File: src/rtl/regop_pkg.sv
package regop_pkg;
  parameter int ACC_W = 16;
  parameter int SEL_W = 12;

  // select bit positions (behavioural: each bit is its own micro-op)
  localparam int B_CLR_ACC = 11;
  localparam int B_CLR_EXT = 10;
  localparam int B_INV_ACC = 9;
  localparam int B_INV_EXT = 8;
  localparam int B_ROT_R   = 7;
  localparam int B_ROT_L   = 6;
  localparam int B_INC     = 5;
  localparam int B_SK_POS  = 4;
  localparam int B_SK_NEG  = 3;
  localparam int B_SK_ZAC  = 2;
  localparam int B_SK_ZEX  = 1;
  localparam int B_HALT    = 0;

  typedef struct packed {
    logic pos;
    logic neg;
    logic zac;
    logic zex;
  } skip_hits_t;
endpackage

File: src/rtl/regop_acc_next.sv
module regop_acc_next
  import regop_pkg::*;
#(
  parameter int W = ACC_W
) (
  input  logic [W-1:0]     acc,
  input  logic             ext,
  input  logic [SEL_W-1:0] sel,
  output logic [W-1:0]     acc_n,
  output logic             ext_n
);
  function automatic logic [W-1:0] rot_r_acc(input logic [W-1:0] a, input logic e);
    logic [W-1:0] r;
    r        = a >> 1;
    r[W-1]   = e;
    return r;
  endfunction

  function automatic logic [W-1:0] rot_l_acc(input logic [W-1:0] a, input logic e);
    logic [W-1:0] r;
    r    = a << 1;
    r[0] = e;
    return r;
  endfunction

  function automatic logic [W-1:0] inc_acc(input logic [W-1:0] a);
    return a + W'(1);
  endfunction

  always_comb begin
    if (sel[B_CLR_ACC])      acc_n = '0;
    else if (sel[B_INV_ACC]) acc_n = ~acc;
    else if (sel[B_ROT_R])   acc_n = rot_r_acc(acc, ext);
    else if (sel[B_ROT_L])   acc_n = rot_l_acc(acc, ext);
    else if (sel[B_INC])     acc_n = inc_acc(acc);
    else                     acc_n = acc;
  end

  always_comb begin
    if (sel[B_CLR_EXT])      ext_n = 1'b0;
    else if (sel[B_INV_EXT]) ext_n = ~ext;
    else if (sel[B_ROT_R])   ext_n = acc[0];
    else if (sel[B_ROT_L])   ext_n = acc[W-1];
    else                     ext_n = ext;
  end
endmodule

File: src/rtl/regop_skip_eval.sv
module regop_skip_eval
  import regop_pkg::*;
#(
  parameter int W = ACC_W
) (
  input  logic             en,
  input  logic [W-1:0]     acc,
  input  logic             ext,
  input  logic [SEL_W-1:0] sel,
  output skip_hits_t       hits,
  output logic             skip,
  output logic             halt
);
  always_comb begin
    hits.pos = sel[B_SK_POS] & ~acc[W-1];
    hits.neg = sel[B_SK_NEG] &  acc[W-1];
    hits.zac = sel[B_SK_ZAC] & (acc == '0);
    hits.zex = sel[B_SK_ZEX] & ~ext;
  end

  assign skip = en & (|hits);
  assign halt = en & sel[B_HALT];
endmodule

File: src/rtl/acc_regop_unit.sv
module acc_regop_unit
  import regop_pkg::*;
#(
  parameter int W = ACC_W
) (
  input  logic             clk,
  input  logic             rst_n,
  input  logic             exec_en,
  input  logic [SEL_W-1:0] op_sel,
  input  logic             ld_en,
  input  logic [W-1:0]     ld_acc,
  input  logic             ld_ext,
  output logic [W-1:0]     acc_q,
  output logic             ext_q,
  output logic             skip_req,
  output logic             halt_req,
  output logic             sc_clr
);
  localparam logic [SEL_W-1:0] ONLY_ROT_R = SEL_W'(1) << B_ROT_R;
  localparam logic [SEL_W-1:0] ONLY_INC   = SEL_W'(1) << B_INC;
  localparam logic [SEL_W-1:0] ONLY_SZA   = SEL_W'(1) << B_SK_ZAC;

  logic [W-1:0] acc_exec;
  logic         ext_exec;
  skip_hits_t   hit_w;

  regop_acc_next #(.W(W)) u_next (
    .acc(acc_q), .ext(ext_q), .sel(op_sel),
    .acc_n(acc_exec), .ext_n(ext_exec)
  );

  regop_skip_eval #(.W(W)) u_skip (
    .en(exec_en), .acc(acc_q), .ext(ext_q), .sel(op_sel),
    .hits(hit_w), .skip(skip_req), .halt(halt_req)
  );

  assign sc_clr = exec_en;

  always_ff @(posedge clk) begin
    if (!rst_n) begin
      acc_q <= '0;
      ext_q <= 1'b0;
    end else if (exec_en) begin
      acc_q <= acc_exec;
      ext_q <= ext_exec;
    end else if (ld_en) begin
      acc_q <= ld_acc;
      ext_q <= ld_ext;
    end
  end

  p_quiet_idle_r2: assert property (@(posedge clk) disable iff (!rst_n)
    !exec_en |-> !skip_req && !halt_req && !sc_clr);

  p_hold_idle_r2: assert property (@(posedge clk) disable iff (!rst_n)
    !exec_en && !ld_en |=> $stable(acc_q) && $stable(ext_q));

  p_clear_acc_r4: assert property (@(posedge clk) disable iff (!rst_n)
    exec_en && op_sel[B_CLR_ACC] |=> acc_q == '0);

  p_rot_right_r6: assert property (@(posedge clk) disable iff (!rst_n)
    exec_en && op_sel == ONLY_ROT_R |=>
      acc_q == {$past(ext_q), $past(acc_q[W-1:1])} && ext_q == $past(acc_q[0]));

  p_inc_keeps_ext_r8: assert property (@(posedge clk) disable iff (!rst_n)
    exec_en && op_sel == ONLY_INC |=> ext_q == $past(ext_q));

  p_skip_on_zero_r10: assert property (@(posedge clk) disable iff (!rst_n)
    exec_en && op_sel == ONLY_SZA && acc_q == '0 |-> skip_req);

  p_exec_beats_load_r13: assert property (@(posedge clk) disable iff (!rst_n)
    exec_en && ld_en && op_sel[B_CLR_ACC] |=> acc_q == '0);
endmodule

File: config.mk
export PLATFORM = sky130hd
export DESIGN_NAME = acc_regop_unit
export DESIGN_NICKNAME = d
export VERILOG_FILES = /design/src/rtl/regop_pkg.sv /design/src/rtl/regop_acc_next.sv /design/src/rtl/regop_skip_eval.sv /design/src/rtl/acc_regop_unit.sv
export SDC_FILE = /design/constraint.sdc
export NUM_CORES = 1
export LEC_CHECK = 0
export ABC_AREA = 1
export BUFFER_PORTS_ARGS = -buffer_cell sky130_fd_sc_hd__buf_2
export CORE_ASPECT_RATIO = 1.4
export CORE_MARGIN = 2
export CORE_UTILIZATION = 28
export DETAILED_ROUTE_END_ITERATION = 7
export GPL_TIMING_DRIVEN = 0
export MAX_ROUTING_LAYER = met4
export PLACE_DENSITY = 0.51
export SLEW_MARGIN = 40
export SYNTH_ARGS = -nofsm -noshare
export SYNTH_HDL_FRONTEND = slang
export SYNTH_HIERARCHICAL = 1
export SYNTH_SLANG_ARGS = --single-unit
File: constraint.sdc
create_clock -name clk -period 1.5 [get_ports clk]
set_clock_uncertainty 0.1 [all_clocks]
set_input_delay 0.45 -clock clk [delete_from_list [all_inputs] [get_ports clk]]
set_output_delay 0.45 -clock clk [all_outputs]
set_load 0.02 [all_outputs]
==> results <==
- The flow ran to the end, but the final reports show violations.
- The checks that failed: negative setup slack.
- Of the total power, the share spent switching nets is 0.391.
- The final layout contains routed wiring with a total length of 7140 µm.
- The worst pin sits at a relative slew slack of 0.660.
- The mean cell area of the mapped netlist is 5.50 µm².
- The mapped netlist covers 1920 µm².
- The area of all placed cells without fillers is 2750 µm².
- The routed wirelength normalized by instance count is 13.9 µm.
- The source-to-sink clock delay at the later pin of the worst-skew pair is 0.26 ns.
- Setup repair after global routing could not meet its margin everywhere.
- The residual overflow from global routing is 0.
- In this run, post-CTS hold repair placed 0 buffers.
- The fraction of layout instances using a drive strength above 1 is 0.350.
- The overall via count from detail_route is 2455.
- The die is 102 µm tall.
- Buffers placed on the I/O ports in this run total 49.
- The number of nets in the synthesized netlist is 383.
- Relative to the synthesized area, the layout overhead comes to 43.4%.
- After clock tree synthesis, the clock-pin slew on the worst setup and hold paths is 0.07 ns.
- STA classifies the critical path endpoint as a primary output.
- The via count of the first global-routing pass is 2437.
- Counting the buffers created by CTS gives 3.
- The global routing's busiest layer is met2.
- The met2 routing resource usage after global routing is 0.359.
- The clock passes through at most 2 buffers.
- In the post-route analysis, the smallest setup slack over all paths is -0.410 ns.
- The post-detailed-route via-to-cell ratio is 4.79.
- In this run the count of I/O pins placed on the die edge is 53.
- The largest net degree at the start of global routing is 11.
- Data on the critical path is required at its endpoint by 0.95 ns.
- The cell count after synthesis is 349.
- In this run the power density over the cells is 547 nW/µm².
- The core box area is 6610 µm².
- The critical setup path kind is reg -> out.
- The first global-routing pass estimated 12100 µm of wire.
- CTS built an H-tree with a depth of 1.
- The number of nets in the finished design is 455.
- The finished layout holds 512 standard cells, fillers aside.
- CTS saw 17 sinks.
- For this run, global-route usage on met3 was measured as 0.00986.
- For this block, the initial DRC count from the detailed router was 89.
- The switching power summed over all nets is 0.589 mW.
- The count of standard-cell rows is 35.
- The post-place instance area is 2370 µm².
- The max-slew violation total from the final report is 0.
- The minimum period implied by the final worst setup slack is 1.91 ns.
- Across the run, the number of max-cap violations was 0.
- The kind of path behind the tightest hold check is in -> reg.
- The root cell of the clock tree is sky130_fd_sc_hd__clkbuf_8.
- The initial core utilization is 0.290.
- The die covers 7540 µm².
- The share of total power dissipated in sequential elements is 0.362.
- Before antenna repair, the detailed router went through 4 iterations.
- The completed layout was analyzed and its total power is 1.51 mW.
- The cell internal power dissipation is 0.917 mW.
- The count of unresolved DRC violations after routing is 0.
- The final setup violation count is 18.
- The worst register-to-register path has a setup slack of -0.36 ns.
- 0 antenna diodes ended up in the layout.
- In the global route stage, overall resource usage came out at 0.210.
- The worst setup path is launched from a flop.
- The post-detailed-placement half-perimeter wirelength is 5220 µm.
- Counting tap cells, the placed design contains a total of 490 instances.
- The share of total power dissipated in the clock network is 0.234.
- Of the total power, combinational logic draws 0.404.
- The worst voltage drop across the vdd grid is 0.351 mV.
- Dividing the final minimum period by the clock period gives 1.27.
- The count of endpoints failing hold in the final timing report is 0.
- During synthesis, Yosys emitted a total of 6 warnings.
- From left edge to right edge, the die measures 74.0 µm.
- The routability congestion estimate is 0.887.
- In this run the static leakage power is 1.42 nW.
- Of all nets on the critical path, the largest fanout is 2.
- The worst register-to-register path has a depth of 15.
- The met1 routing resource usage after global routing is 0.266.
- The number of antenna violations at the first check in global routing is 0.
- STA puts the critical path data arrival time at 1.36 ns.
- The slew at the pin closest to its max-slew limit is 0.510 ns.
- The final cell utilization of the core is 0.416.
- Once detail routing completed, the nets flagged for antenna violations numbered 0.
- The number of stages on the worst hold path is 5.
- TritonCTS built the clock tree.
- The top achievable clock speed is 524 MHz.
-- per-stage QoR --
step           hold slack (ns)  setup slack [ns]  TNS [ns]
6_report                 0.419            -0.410     -3.95
2_1_floorplan            0.498           -0.0808    -0.403
3_5_place_dp             0.495            -0.551     -6.35
3_3_place_gp             0.497            -0.560     -6.33
4_1_cts                  0.415            -0.409     -4.22
5_1_grt                  0.448            -0.484     -6.33
-- repair_timing --
item / in CTS / in global routing
setup buffers: 13 / 6
pin swaps: 49 / 31
gates resized for setup: 43 / 28
setup endpoints to repair: 18 / 22
-- power by group through the flow --
stage	clock network [mW]	registers, mW	logic (mW)
2_1_floorplan	0	0.575	0.311
3_3_place_gp	0	0.566	0.500
3_5_place_dp	0	0.567	0.502
4_1_cts	0.370	0.547	0.574
5_1_grt	0.394	0.552	0.679
6_report	0.353	0.545	0.608
-- cells in the final DEF, fill, tap and decap left out, drive strengths merged, types with 4 or more instances in the layout --
cell	instances
buf	80
clkbuf	10
o21ai	28
nor2	25
dfxtp	17
nand2	110
nand3	44
nor3	6
a21oi	36
xor2	4
inv	46
-- worst max-delay path, cell delays in order, from the launching register on --
cell and delay [ns]:
sky130_fd_sc_hd__dfxtp_4 0.34, sky130_fd_sc_hd__or2_1 0.23, sky130_fd_sc_hd__nor2_2 0.15, sky130_fd_sc_hd__nand3_2 0.12, sky130_fd_sc_hd__a21oi_4 0.14, sky130_fd_sc_hd__buf_6 0.13
-- path summary, 6_finish.rpt --
check / from / end
hold / removal: ld_acc[14] / acc_q[14]
hold reg to reg: ext_q / ext_q
setup reg to reg: acc_q[0] / acc_q[15]
setup / recovery: acc_q[2] / skip_req
-- state kept, by name (all words and copies together), names as in the netlist --
register	flops
acc_q	16
ext_q	1
-- layer usage --
metal / wire length (µm) / part of all wire
met1: 3110 / 0.44
met2: 3680 / 0.52
met3: 241 / 0.034
met4: 109 / 0.015
met5: 0 / 0
-- cell type report --
class,count,area [µm²]
fillers,756,3860
multi-input cells,266,1440
repair buffers,67,449
flip-flops and latches,17,392
inverters,47,183
plain buffers,19,128
well taps,92,115
clock buffers,4,45.0
Note: power is estimated with default switching activity, not from simulation.
